===== src/rtl/pwr_mode_ctrl.sv =====
module pwr_mode_ctrl #(
  parameter int NGPIO  = 37,
  parameter int STAB_W = 8
) (
  input  logic              clk,
  input  logic              rst_n,
  input  logic              req_valid,
  input  logic [2:0]        req_mode,
  input  logic              core_slow,
  input  logic              irq,
  input  logic [NGPIO-1:0]  gpio_wake,
  input  logic [NGPIO-1:0]  gpio_wake_en,
  input  logic              rtc_wake,
  input  logic              rtc_wake_en,
  input  logic [STAB_W-1:0] stab_cycles,
  output logic              cpu_clk_en,
  output logic [1:0]        pll_en,
  output logic              retain,
  output logic              lv_supply_en,
  output logic              hv_supply_en,
  output logic              reset_req,
  output logic [NGPIO:0]    wake_src,
  output logic [2:0]        mode_out,
  output logic              req_err
);
  localparam int NW = NGPIO + 1;
  localparam logic [2:0] M_RUN = 3'd0, M_IDLE = 3'd1, M_DIDLE = 3'd2, M_STBY = 3'd3,
                         M_SLP = 3'd4, M_DSLP = 3'd5, M_RECOV = 3'd6;

  logic [2:0]        mode_q;
  logic [STAB_W-1:0] cnt_q;
  logic [NW-1:0]     sync1_q, sync2_q, src_q;
  logic              rst_req_q, err_q;

  wire [NW-1:0] hit   = sync2_q & {rtc_wake_en, gpio_wake_en};
  wire [NW-1:0] first = hit & (~hit + {{(NW-1){1'b0}}, 1'b1});
  wire          accept = (req_mode inside {M_IDLE, M_STBY, M_SLP, M_DSLP}) ||
                         (req_mode == M_DIDLE && core_slow);

  always_ff @(posedge clk or negedge rst_n) begin
    if (!rst_n) begin
      sync1_q <= '0;
      sync2_q <= '0;
    end else begin
      sync1_q <= {rtc_wake, gpio_wake};
      sync2_q <= sync1_q;
    end
  end

  always_ff @(posedge clk or negedge rst_n) begin
    if (!rst_n) begin
      mode_q    <= M_RUN;
      cnt_q     <= '0;
      src_q     <= '0;
      rst_req_q <= 1'b0;
      err_q     <= 1'b0;
    end else begin
      rst_req_q <= 1'b0;
      case (mode_q)
        M_RUN:
          if (req_valid) begin
            if (accept) begin
              mode_q <= req_mode;
              err_q  <= 1'b0;
              if (req_mode >= M_STBY) src_q <= '0;
            end else begin
              err_q <= 1'b1;
            end
          end
        M_IDLE, M_DIDLE:
          if (irq) mode_q <= M_RUN;
        M_STBY:
          if (|hit) begin
            mode_q <= M_RUN;
            src_q  <= first;
          end
        M_SLP, M_DSLP:
          if (|hit) begin
            mode_q <= M_RECOV;
            src_q  <= first;
            cnt_q  <= '0;
          end
        M_RECOV:
          if (cnt_q == stab_cycles) begin
            mode_q    <= M_RUN;
            rst_req_q <= 1'b1;
          end else begin
            cnt_q <= cnt_q + 1'b1;
          end
        default: mode_q <= M_RUN;
      endcase
    end
  end

  assign cpu_clk_en   = (mode_q == M_RUN);
  assign pll_en       = (mode_q inside {M_RUN, M_IDLE, M_DIDLE}) ? 2'b11 : 2'b00;
  assign retain       = (mode_q inside {M_STBY, M_SLP, M_DSLP, M_RECOV});
  assign lv_supply_en = !(mode_q inside {M_SLP, M_DSLP});
  assign hv_supply_en = (mode_q != M_DSLP);
  assign reset_req    = rst_req_q;
  assign wake_src     = src_q;
  assign mode_out     = mode_q;
  assign req_err      = err_q;
endmodule


===== config.mk =====
export PLATFORM = sky130hd
export DESIGN_NAME = pwr_mode_ctrl
export DESIGN_NICKNAME = d
export VERILOG_FILES = /design/src/rtl/pwr_mode_ctrl.sv
export SDC_FILE = /design/constraint.sdc
export NUM_CORES = 1
export LEC_CHECK = 0
export BUFFER_PORTS_ARGS = -buffer_cell sky130_fd_sc_hd__buf_2
export CAP_MARGIN = 20
export CORE_AREA = 2 2 115 117
export DETAILED_ROUTE_END_ITERATION = 12
export DIE_AREA = 0 0 117 119
export HOLD_SLACK_MARGIN = 0.12
export PLACE_DENSITY = 0.58
export SLEW_MARGIN = 25
export SYNTH_ARGS = -nofsm -noshare
export SYNTH_HDL_FRONTEND = slang
export SYNTH_SLANG_ARGS = --single-unit

===== constraint.sdc =====
create_clock -name clk -period 3.4 [get_ports clk]
set_clock_uncertainty 0.05 [all_clocks]
set_input_delay 0 -clock clk [delete_from_list [all_inputs] [get_ports clk]]
set_output_delay 0 -clock clk [all_outputs]
set_load 0.01 [all_outputs]

---- Yosys cells after proc, flatten, opt, wreduce, memory -nomap -nowiden ----
Index checks and enable logic that the tools add are counted.
storage, ports and cells
  bits in registers ....................... 127
  latch bits .............................. 0
  bits in writable memories ............... 0
  ROM bits ................................ 0
  bits of input ports ..................... 92
  logic and storage cells ................. 72
  memories ................................ 0
cells by class
  add/sub/neg operators ................... 2
  multiply operators ...................... 0
  div/mod/pow operators ................... 0
  order comparisons ....................... 1
  equality and inequality tests ........... 22
  shift operators ......................... 0
  mux-type cells .......................... 19
  bitwise operators ....................... 3
  reductions and logical operators ........ 18
operators with widths
  cell                                                  number
  two-way mux 38 bit                                    4
  bitwise AND 38 bit                                    2
  case mux 38 bit (2 select lines)                      1
  adder 38 x 1 -> 38 bit (second input constant)        1
  NOT 38 bit                                            1
  OR reduction 38 bit                                   1
  two-way mux 3 bit                                     6
  two-way mux 8 bit                                     2
  case mux 8 bit (2 select lines)                       1
  == test 3 bit (second input constant)                 5
  case mux 3 bit (5 select lines)                       1
  == test 3 x 2 -> 1 bit (second input constant)        4
  != test 2 bit (second input constant)                 6
  adder 8 x 1 -> 8 bit (second input constant)          1
  == test 8 bit                                         1
  nonzero test 4 bit                                    2
  == test 3 x 1 -> 1 bit (second input constant)        2
  != test 2 x 1 -> 1 bit (second input constant)        3
  AND reduction 6 bit                                   1
  nonzero test 2 bit                                    3
  AND reduction 5 bit                                   1
  OR reduction 2 bit                                    2
  >= comparator 3 x 2 -> 1 bit (second input constant)  1
  zero test 3 bit                                       1
  10 further kinds                                      12

---- Logic depth before layout (Yosys ltp) ----
Gate-level depths: netlist of run 1.
  depth after elaboration ................. 6
  depth in mapped cells ................... 10

---- Least setup slack after synthesis of run 1 ----
OpenSTA, ideal clock, no wires.
  kind .................................... flip-flop to flip-flop
  from .................................... reg sync2_q[24]
  to ...................................... reg mode_q[1] (netlist: mode_out[1])
  setup time .............................. 0.125 ns
  arrival ................................. 2.168 ns
  setup slack ............................. 1.057 ns
  stages on the path, launching flop included .. 6
  path buffers ............................ 0
  cells stage by stage .................... dfrtp_1 a222oi_1 nand4_1 or4_4 o21ai_0 mux2_2
on the way
  word-level cells in the longest chain between the ends .. 4
  elaborated cells on any way between the ends .. 5
  those cells by class .................... eq/ne: 2; bitwise: 1; reduce/logical: 2
ends and longest elaborated chain
  what                               RTL line  text
  start, declared                    32        logic [NW-1:0] sync1_q, sync2_q, src_q;
  start signal, assigned             46        sync2_q <= sync1_q;
  bitwise AND 38 bit (*)             35        wire [NW-1:0] hit = sync2_q & {rtc_wake_en, gpio_wake_en};
  OR reduction 38 bit (*)            73, 78
  != test 2 bit (no line)            --
  AND reduction 6 bit (no line) (*)  --
  end signal, assigned               63        mode_q <= req_mode;
  end, declared                      30        logic [2:0] mode_q;
Every way passes the cells marked *; elsewhere a longest branch is shown, timed or not.
A chain may end at the register's enable or synchronous reset.

---- Worst setup path in the final report of run 1 ----
  from .................................... reg mode_q[0] (netlist: mode_out[0])
  to ...................................... reg mode_q[2] (netlist: mode_out[2])
on the way
  word-level cells in the longest chain between the ends .. 4
  elaborated cells on any way between the ends .. 17
  those cells by class .................... eq/ne: 12; mux: 1; reduce/logical: 4
ends and longest elaborated chain
  what                                         RTL line  text
  == test 3 bit, or another cell as far along  59        case (mode_q)
  OR reduction 2 bit                           59
  != test 2 bit (no line)                      --
  AND reduction 6 bit (no line)                --
Parallel ways exist; a longest one is shown, timed or not.

==> results of run 1 <==
==> stage by stage <==
step / cell area, um2 / std cells
finish: 7270 / 844
global route: 7270 / 844
CTS: 7270 / 844
detailed placement: 5500 / 690
global placement: 5500 / 690
floorplan: 4590 / 377
==> area by class of cell <==
cell class	count	area share (%)
Sequential cell	127	43.7
Timing Repair Buffer	266	26.9
Multi-Input combinational cell	238	18.6
Clock buffer	22	6.25
Tap cell	176	3.03
Clock inverter	10	1.24
Inverter	5	0.258
==> power by group <==
part / total [mW] / internal (mW) / switching [mW]
clock: 1.65 / 1.02 / 0.632
sequential: 1.71 / 1.63 / 0.0879
combinational: 0.917 / 0.407 / 0.510
==> cell families (layout without fill, tap and decap cells) <==
group,count (synthesis),after routing
AO/OA/AOI/OAI,93,93
XOR/XNOR,8,8
adder cells (fa/ha/maj),1,1
buffers and inverters,12,303
flip-flops,127,127
multiplexers,2,2
AND/OR/NAND/NOR,134,134
==> path summary, 6_finish.rpt <==
check / end / slack, ns / from
worst max-delay path: mode_out[2]$_DFFE_PN0P_ / 0.22 / mode_out[0]$_DFFE_PN0P_
worst min-delay path: sync1_q[28]$_DFF_PN0_ / 0.12 / rst_n
worst max register to register: mode_out[2]$_DFFE_PN0P_ / 0.22 / mode_out[0]$_DFFE_PN0P_
worst min register to register: sync2_q[11]$_DFF_PN0_ / 0.29 / sync1_q[11]$_DFF_PN0_
max in group asynchronous: sync2_q[5]$_DFF_PN0_ / 2.32 / rst_n
min in group clk: sync1_q[14]$_DFF_PN0_ / 0.16 / gpio_wake[14]
==> layer usage <==
metal | share of wire, % | up-vias | GRT usage [%]
met5 | 0 | - | 0
met4 | 2.2 | 0 | 7.43
met3 | 6.3 | 22 | 6.06
met2 | 50 | 119 | 30.7
met1 | 42 | 1961 | 23.7
li1 | - | 1918 | -
==> cell usage after synthesis, drive strengths merged (2+ instances only) <==
library cell / n / area, um2
nand3: 18 / 90.1
a211oi: 2 / 27.5
buf: 7 / 58.8
a22oi: 6 / 45.0
a22o: 5 / 43.8
a21oi: 17 / 85.1
and4: 3 / 26.3
dfrtp: 127 / 3180
a31oi: 3 / 18.8
nand2: 74 / 278
o31ai: 2 / 15.0
or3: 3 / 18.8
a32o: 6 / 60.1
a21boi: 2 / 15.0
o41ai: 2 / 17.5
o21ai: 39 / 195
xor2: 8 / 70.1
inv: 5 / 18.8
a21o: 2 / 15.0
nor4: 3 / 18.8
and3: 3 / 18.8
nand4: 13 / 81.3
a222oi: 6 / 60.1
nor2: 10 / 37.5
==> worst register-to-register path, delay by kind of cell (launching register included) <==
family	cells	cell delay, ns
flip-flops	1	0.45
AO/OA/AOI/OAI	4	1.02
AND/OR/NAND/NOR	1	0.27
buffers and inverters	3	1.27
==> repair_timing <==
action,4_1_cts,5_1_grt
resized for setup,0,1
setup endpoints to repair,0,2
hold buffers,122,0
hold endpoints to repair,157,0
==> registers in the layout, indices dropped and copies added (netlist names) <==
name	count
req_err	1
sync1_q	38
reset_req	1
sync2_q	38
cnt_q	8
mode_out	3
wake_src	38
==> metrics.yaml, run 1 <==
global_routing:
  antenna_found_initial: 0
  grt_pass1_vias: 4037
  grt_pass1_wl_mm: 20.0
  track_usage_pct: 19.0
  overflow: 0
  grt_max_degree: 79
clock_tree:
  clock-sinks: 127
  insertion_delay_ns: 0.42
  numCtsBuffers: 17
  clkTransAtPathRegs_ns: 0.05
  clockBufferDepth: 2
  h-tree-depth: 4
  root_buffer: "clkbuf_16"
  postCtsSetupBuffers: 0
  cts_tree: "done"
timing:
  fin_ws_ns: 0.219
  slew_viol_final: 0
  post-route-min-period_ns: 3.18
  timing.hold.ws_ns: 0.124
  fmax_mhz: 314
  rsz0062_at_grt: "no"
  worst_pin_slew_ns: 0.716
  setup_tns_ns: 0
  setup_viol_count_final: 0
  relSlewSlack_pct: 52.3
  fin_crit_sh_pct: 93.6
  finalHoldViolCount: 0
logic_synthesis:
  synth-xor-area-share_pct: 1.53
  ys_seq_elements: 127
  synth_top_family_by_area: "simple AND/OR/NAND/NOR gates"
  synth-compound-area-share_pct: 13.2
  synthArstFlopShare_pct: 100
  synth.net_count: 470
  synthFlopType: "dfrtp_1"
  yosys_warnings: 0
  yosys.area_share.adder_pct: 0.272
  syn_avg_cell_area_um2: 12.2
  synth_cell_type_count: 39
  ys_seq_area_share_pct: 69.2
  synth_edf_count: 0
  netlist_area_um2: 4590
  syn-instance-count: 377
  synthSimpleGateAreaFrac_pct: 13.7
  synth.area.mux_share_pct: 0.463
floorplanning:
  fp.dieW_um: 117
  die_area_um2: 13900
  die_h_um: 119
  start_util_pct: 35.7
  coreArea_um2: 12900
  rows: 42
  ios: 141
layout:
  final_common_cell: "buf_2"
  most-common-layout-cells: "buf_2 (139), dfrtp_1 (127), dlygate4sd3_1 (122), nand2_1 (74), o21ai_0 (35)"
  drive_above_1_share_pct: 26.6
  multi_input_area_um2: 1350
  fillers: 1095
  ff_latch_area_um2: 3180
  num_antenna_cells: 0
  nNetsFinal: 748
  syn_to_final_growth_pct: 58.2
  post-route-util_pct: 56.5
setup_path:
  path_max_fanout: 8
  cp.required_ns: 3.65
  critPathMaxStageDelay_ns: 0.61
  crit_buf_inv: 3
  path_cells: "inv_1 -> nand3_1 -> a21oi_1 -> a31oi_1 -> a31oi_1 -> dlygate4sd3_1 -> a21oi_1 -> dlygate4sd3_1"
  cp_slowest_cell: "a21oi_1"
  crit_cells: 8
  start_kind: "register"
  cp_top_family: "buffers and inverters"
  reg2reg_depth: 8
  endpoint_kind: "register"
  crit_arrival_ns: 3.43
  critPathKind: "register to register"
status:
  status: "complete, no violations"
worst_hold_path:
  hold_path_class: "input pin to asynchronous set/reset pin"
placement:
  place_ws_ns: 0.684
  gp_congestion: 0.853
  port_buffers: 140
  hpwl_mm: 8.12
routing:
  drc_errors: 0
  dr.pass1.iters: 5
  vias: 4020
  wl_per_cell_um: 14.6
  vias_per_cell: 4.76
  drt_wl_total_mm: 12.3
  initialDrtViolationCount: 263
  ant_nets: 0
run:
  maxCapViolCount: 0
power:
  design_power_total_mw: 4.28
  vdd_drop_max_mv: 0.318
  power_leakage_nw: 3.48
  p_per_area_nw_per_um2: 589
Power figures use the tool's default switching activity.
==> inputs of run 2 (changes only) <==
CTS_BUF_LIST = sky130_fd_sc_hd__clkbuf_2 sky130_fd_sc_hd__clkbuf_4 sky130_fd_sc_hd__clkbuf_8   (was default)
==> metrics.yaml, run 2 (same netlist as run 1, synthesis figures left out) <==
placement:
  numPlacedInstances: 690  # unchanged
  port_buffers: 140  # unchanged
  gp_congestion: 0.853  # unchanged
  hpwl_mm: 8.12  # unchanged
  dpl-instance-area_um2: 5500  # unchanged
global_routing:
  grt_pass1_vias: 4065  # +0.69%
  overflow: 0  # unchanged
  antenna_found_initial: 0  # unchanged
  track_usage_pct: 19.1  # +0.12 points
  grt_max_degree: 79  # unchanged
  grt_pass1_wl_mm: 20.1  # +0.55%
layout:
  num_antenna_cells: 0  # unchanged
  final_cell_area_um2: 7140  # -1.7%
  drive_above_1_share_pct: 27.0  # +0.40 points
  nNetsFinal: 753  # +0.67%
  post-route-util_pct: 55.5  # -0.98 points
  multi_input_area_um2: 1350  # unchanged
  fillers: 1102  # +0.64%
  syn_to_final_growth_pct: 55.5
  final_cells: 849  # +0.59%
  most-common-layout-cells: "buf_2 (139), dfrtp_1 (127), dlygate4sd3_1 (127), nand2_1 (74), o21ai_0 (35)"
  final_common_cell: "buf_2"
  ff_latch_area_um2: 3180  # unchanged
routing:
  wl_per_cell_um: 14.5  # -0.27%
  vias_per_cell: 4.77  # +0.20%
  ant_nets: 0  # unchanged
  vias: 4052  # +0.80%
  drt_wl_total_mm: 12.3  # +0.33%
  drc_errors: 0  # unchanged
  initialDrtViolationCount: 244  # -7.2%
  dr.pass1.iters: 5  # unchanged
setup_path:
  cp.required_ns: 3.67  # +0.02 ns
  path_cells: "inv_1 -> nand3_1 -> a21oi_1 -> a31oi_1 -> a31oi_1 -> dlygate4sd3_1 -> a21oi_1 -> dlygate4sd3_1"
  worstReg2RegStart: "mode_out[0]$_DFFE_PN0P_"
  crit_buf_inv: 3  # unchanged
  cp_top_family: "buffers and inverters"
  critPathKind: "register to register"
  crit_arrival_ns: 3.46  # +0.03 ns
  critPathMaxStageDelay_ns: 0.62  # about the same
  reg2reg_depth: 8  # unchanged
  crit_cells: 8  # unchanged
  endpoint_kind: "register"
  cp_slowest_cell: "a21oi_1"
  path_max_fanout: 8  # unchanged
  start_kind: "register"
  cp-startpoint: "mode_out[0]$_DFFE_PN0P_"
power:
  p_per_area_nw_per_um2: 535  # -9.2%
  power_leakage_nw: 3.43  # -1.4%
  vdd_drop_max_mv: 0.249  # -22%
timing:
  setup_viol_count_final: 0  # unchanged
  post-route-min-period_ns: 3.19  # +0.00556 ns
  timing.hold.ws_ns: 0.103  # -0.0215 ns
  fin_crit_sh_pct: 93.7  # +0.16 points
  finalHoldViolCount: 0  # unchanged
  relSlewSlack_pct: 52.2  # -0.056 points
  slew_viol_final: 0  # unchanged
  fmax_mhz: 314  # -0.17%
  rsz0062_at_grt: "no"
  setup_tns_ns: 0  # unchanged
  worst_pin_slew_ns: 0.716  # +0.000839 ns
clock_tree:
  insertion_delay_ns: 0.43  # about the same
  postCtsSetupBuffers: 0  # unchanged
  clkTransAtPathRegs_ns: 0.07  # +0.02 ns
  clockBufferDepth: 2  # unchanged
  clock-sinks: 127  # unchanged
  h-tree-depth: 4  # unchanged
  cts_tree: "done"
  root_buffer: "clkbuf_8"
  numCtsBuffers: 17  # unchanged
status:
  status: "complete, no violations"
floorplanning:
  die_area_um2: 13900  # unchanged
  die_h_um: 119  # unchanged
  coreArea_um2: 12900  # unchanged
  start_util_pct: 35.7  # unchanged
  rows: 42  # unchanged
  ios: 141  # unchanged
  fp.dieW_um: 117  # unchanged
run:
  maxCapViolCount: 0  # unchanged
worst_hold_path:
  hold_path_class: "input pin to asynchronous set/reset pin"
## run 2: area by class of cell
type                    instances  share of cell area, %
clock inverters                10                   1.26
inverters                       5                  0.263
multi-input cells             238                   18.9
repair buffers                271                   28.1
flip-flops and latches        127                   44.5
clock buffers                  22                   3.89
well taps                     176                   3.08
## run 2: final timing paths
| check | endpoint | slack [ns] |
|---|---|---|
| hold reg to reg | sync2_q[21]$_DFF_PN0_ | 0.30 |
| setup / recovery | mode_out[2]$_DFFE_PN0P_ | 0.21 |
| min in group clk | cnt_q[0]$_DFFE_PN0P_ | 0.14 |
| setup reg to reg | mode_out[2]$_DFFE_PN0P_ | 0.21 |
| max in group asynchronous | wake_src[16]$_DFFE_PN0P_ | 2.34 |
| hold / removal | sync1_q[28]$_DFF_PN0_ | 0.10 |
## run 2: where the power goes
group          switching (mW)  internal [mW]
Sequential             0.0885           1.62
Combinational           0.509          0.410
Clock                   0.567          0.623
## run 2: layer usage
layer	up-vias	part of all wire (%)	global-route usage, %
met1	1974	42	23.8
met5	-	0	0
met2	120	49	30.9
met4	0	2.3	7.72
met3	27	6.5	6.06
li1	1931	-	-
## run 2: worst register-to-register path, delay by kind of cell, from the launching register on
family,cells,cell delay (ns)
AO/OA/AOI/OAI,4,1.03
AND/OR/NAND/NOR,1,0.27
buffers and inverters,3,1.27
flip-flops,1,0.45
## run 2: through the flow
step	power (mW)	setup slack, ns
4_1_cts	3.85	0.239
5_1_grt	4.06	0.0466
3_3_place_gp	2.48	0.732
6_report	3.82	0.214
2_1_floorplan	2.21	1.06
3_5_place_dp	2.50	0.684
## run 2: what timing repair did
action                                  4_1_cts  5_1_grt
hold buffers                                124        3
endpoints found under the setup margin        0        2
gates resized for setup                       0        1
endpoints found under the hold margin       157        3
==> inputs of run 3 (changes only) <==
GPL_TIMING_DRIVEN = 0   (was default)
==> metrics.yaml, run 3 (same netlist as run 1, synthesis figures left out) <==
status:
  status: "complete, no violations"
timing:
  post-route-min-period_ns: 3.20  # +0.0116 ns
  finalHoldViolCount: 0  # unchanged
  rsz0062_at_grt: "no"
  fmax_mhz: 313  # -0.36%
  worst_pin_slew_ns: 0.741  # +0.0250 ns
  relSlewSlack_pct: 50.1  # -2.1 points
  fin_crit_sh_pct: 94.1  # +0.34 points
  slew_viol_final: 0  # unchanged
  setup_viol_count_final: 0  # unchanged
  setup_tns_ns: 0  # unchanged
  fin_ws_ns: 0.202  # -0.0116 ns
global_routing:
  use_met1_pct: 23.4  # -0.39 points
  grt_pass1_vias: 4312  # +6.1%
  overflow: 0  # unchanged
  antenna_found_initial: 0  # unchanged
  grt-busiest-layer: "met2"
  grt_max_degree: 84  # +6.3%
  met3_usage_pct: 5.75  # -0.31 points
  grt_pass1_wl_mm: 20.4  # +1.7%
  grt_util_met2_pct: 31.4  # +0.51 points
  track_usage_pct: 19.3  # +0.13 points
clock_tree:
  cts_tree: "done"
  root_buffer: "clkbuf_8"
  numCtsBuffers: 17  # unchanged
  clkTransAtPathRegs_ns: 0.07  # about the same
  h-tree-depth: 4  # unchanged
  clock-sinks: 127  # unchanged
  clockBufferDepth: 2  # unchanged
  insertion_delay_ns: 0.44  # about the same
setup_path:
  reg2reg_depth: 9  # +1
  critPathKind: "register to register"
  endpoint_kind: "register"
  regToRegSetupSlack_ns: 0.20  # about the same
  rr_endpoint: "wake_src[33]$_DFFE_PN0P_"
  cp.required_ns: 3.72  # +0.05 ns
  cp_top_family: "simple AND/OR/NAND/NOR gates"
  path_cells: "buf_6 -> and2b_2 -> inv_1 -> o21ai_1 -> nand3b_1 -> or4b_4 -> nor2_1 -> a32o_1 -> dlygate4sd3_1"
  critPathMaxStageDelay_ns: 0.64  # +0.02 ns
  path_max_fanout: 10  # +2
  crit_buf_inv: 3  # unchanged
  cp_slowest_cell: "or4b_4"
  crit_arrival_ns: 3.52  # +0.06 ns
  start_kind: "register"
  worstReg2RegStart: "mode_out[1]$_DFFE_PN0P_"
placement:
  place_ws_ns: 0.449  # -0.235 ns
  numPlacedInstances: 694  # +0.58%
  port_buffers: 140  # unchanged
  hpwl_mm: 8.14  # +0.24%
  gp_congestion: 0.804  # -5.7%
  dpl-instance-area_um2: 5550  # +0.89%
layout:
  num_antenna_cells: 0  # unchanged
  final_cells: 866  # +2.0%
  nNetsFinal: 770  # +2.3%
  final_cell_area_um2: 7320  # +2.5%
  drive_above_1_share_pct: 27.5  # +0.49 points
  post-route-util_pct: 56.9  # +1.4 points
  most-common-layout-cells: "buf_2 (141), dlygate4sd3_1 (136), dfrtp_1 (127), nand2_1 (74), o21ai_0 (35)"
  syn_to_final_growth_pct: 59.4
  final_common_cell: "buf_2"
run:
  maxCapViolCount: 0  # unchanged
floorplanning:
  fp.dieW_um: 117  # unchanged
  die_area_um2: 13900  # unchanged
  rows: 42  # unchanged
  ios: 141  # unchanged
  coreArea_um2: 12900  # unchanged
  start_util_pct: 35.7  # unchanged
  die_h_um: 119  # unchanged
worst_hold_path:
  hold_path_class: "input pin to register"
  hold-path-cell-count: 2
  holdCritStartpoint: "gpio_wake[22]"
  hold_path_end: "sync1_q[22]$_DFF_PN0_"
routing:
  wl_per_cell_um: 14.4  # -1.1%
  dr.pass1.iters: 6  # +1
  initialDrtViolationCount: 215  # -12%
  drt_wl_total_mm: 12.4  # +0.84%
  vias: 4116  # +1.6%
  drc_errors: 0  # unchanged
  vias_per_cell: 4.75  # -0.41%
  ant_nets: 0  # unchanged
power:
  vdd_drop_max_mv: 0.303  # +21%
  p_per_area_nw_per_um2: 528  # -1.3%
  power_leakage_nw: 3.52  # +2.6%
==> run 3: worst max-delay path by stage <==
stage,cells after the start,endpoint,startpoint
2_1_floorplan,5,mode_out[1]$_DFFE_PN0P_,sync2_q[24]$_DFF_PN0_
3_3_place_gp,6,wake_src[30]$_DFFE_PN0P_,mode_out[0]$_DFFE_PN0P_
3_5_place_dp,7,wake_src[30]$_DFFE_PN0P_,mode_out[1]$_DFFE_PN0P_
4_1_cts,7,wake_src[33]$_DFFE_PN0P_,mode_out[0]$_DFFE_PN0P_
5_1_grt,9,wake_src[14]$_DFFE_PN0P_,sync2_q[24]$_DFF_PN0_
6_report,9,wake_src[33]$_DFFE_PN0P_,mode_out[1]$_DFFE_PN0P_
==> run 3: where the power goes <==
| part | total, mW | switching [mW] | internal [mW] |
|---|---|---|---|
| clock | 1.14 | 0.598 | 0.539 |
| sequential | 1.70 | 0.0772 | 1.62 |
| combinational | 1.03 | 0.557 | 0.471 |
==> run 3: layout make-up <==
type	instances	area, um2
Clock inverter	13	91.3
Buffer	7	58.8
Clock buffer	19	262
Tap cell	176	220
Timing Repair Buffer	281	2150
Fill cell	1089	5560
Sequential cell	127	3180
Inverter	5	18.8
Multi-Input combinational cell	238	1340
==> run 3: worst register-to-register path, stage by stage, from the launching register on <==
cell	delay (ns)
dfrtp_1	0.39
buf_6	0.14
and2b_2	0.26
inv_1	0.10
o21ai_1	0.31
nand3b_1	0.38
or4b_4	0.64
nor2_1	0.17
a32o_1	0.17
dlygate4sd3_1	0.53
==> run 3: per-layer routing <==
| metal | vias to the layer above | wire (um) | share of wire [%] |
|---|---|---|---|
| li1 | 1960 | - | - |
| met1 | 1987 | 5120 | 41 |
| met2 | 142 | 6230 | 50 |
| met3 | 27 | 764 | 6.1 |
| met4 | 0 | 320 | 2.6 |
| met5 | - | 0 | 0 |
==> run 3: what timing repair did <==
action                                  in CTS  in global routing
gates resized for setup                      0                  2
setup buffers                                0                  3
hold buffers                               137                  0
endpoints found under the hold margin      208                  0
endpoints found under the setup margin       0                 15
==> run 3: per-stage QoR <==
stage | total power [mW] | hold WS, ns
finish | 3.86 | 0.153
detailed placement | 2.57 | -0.130
global route | 4.09 | 0.129
floorplan | 2.21 | -0.346
CTS | 3.89 | 0.121
global placement | 2.55 | 0.0583
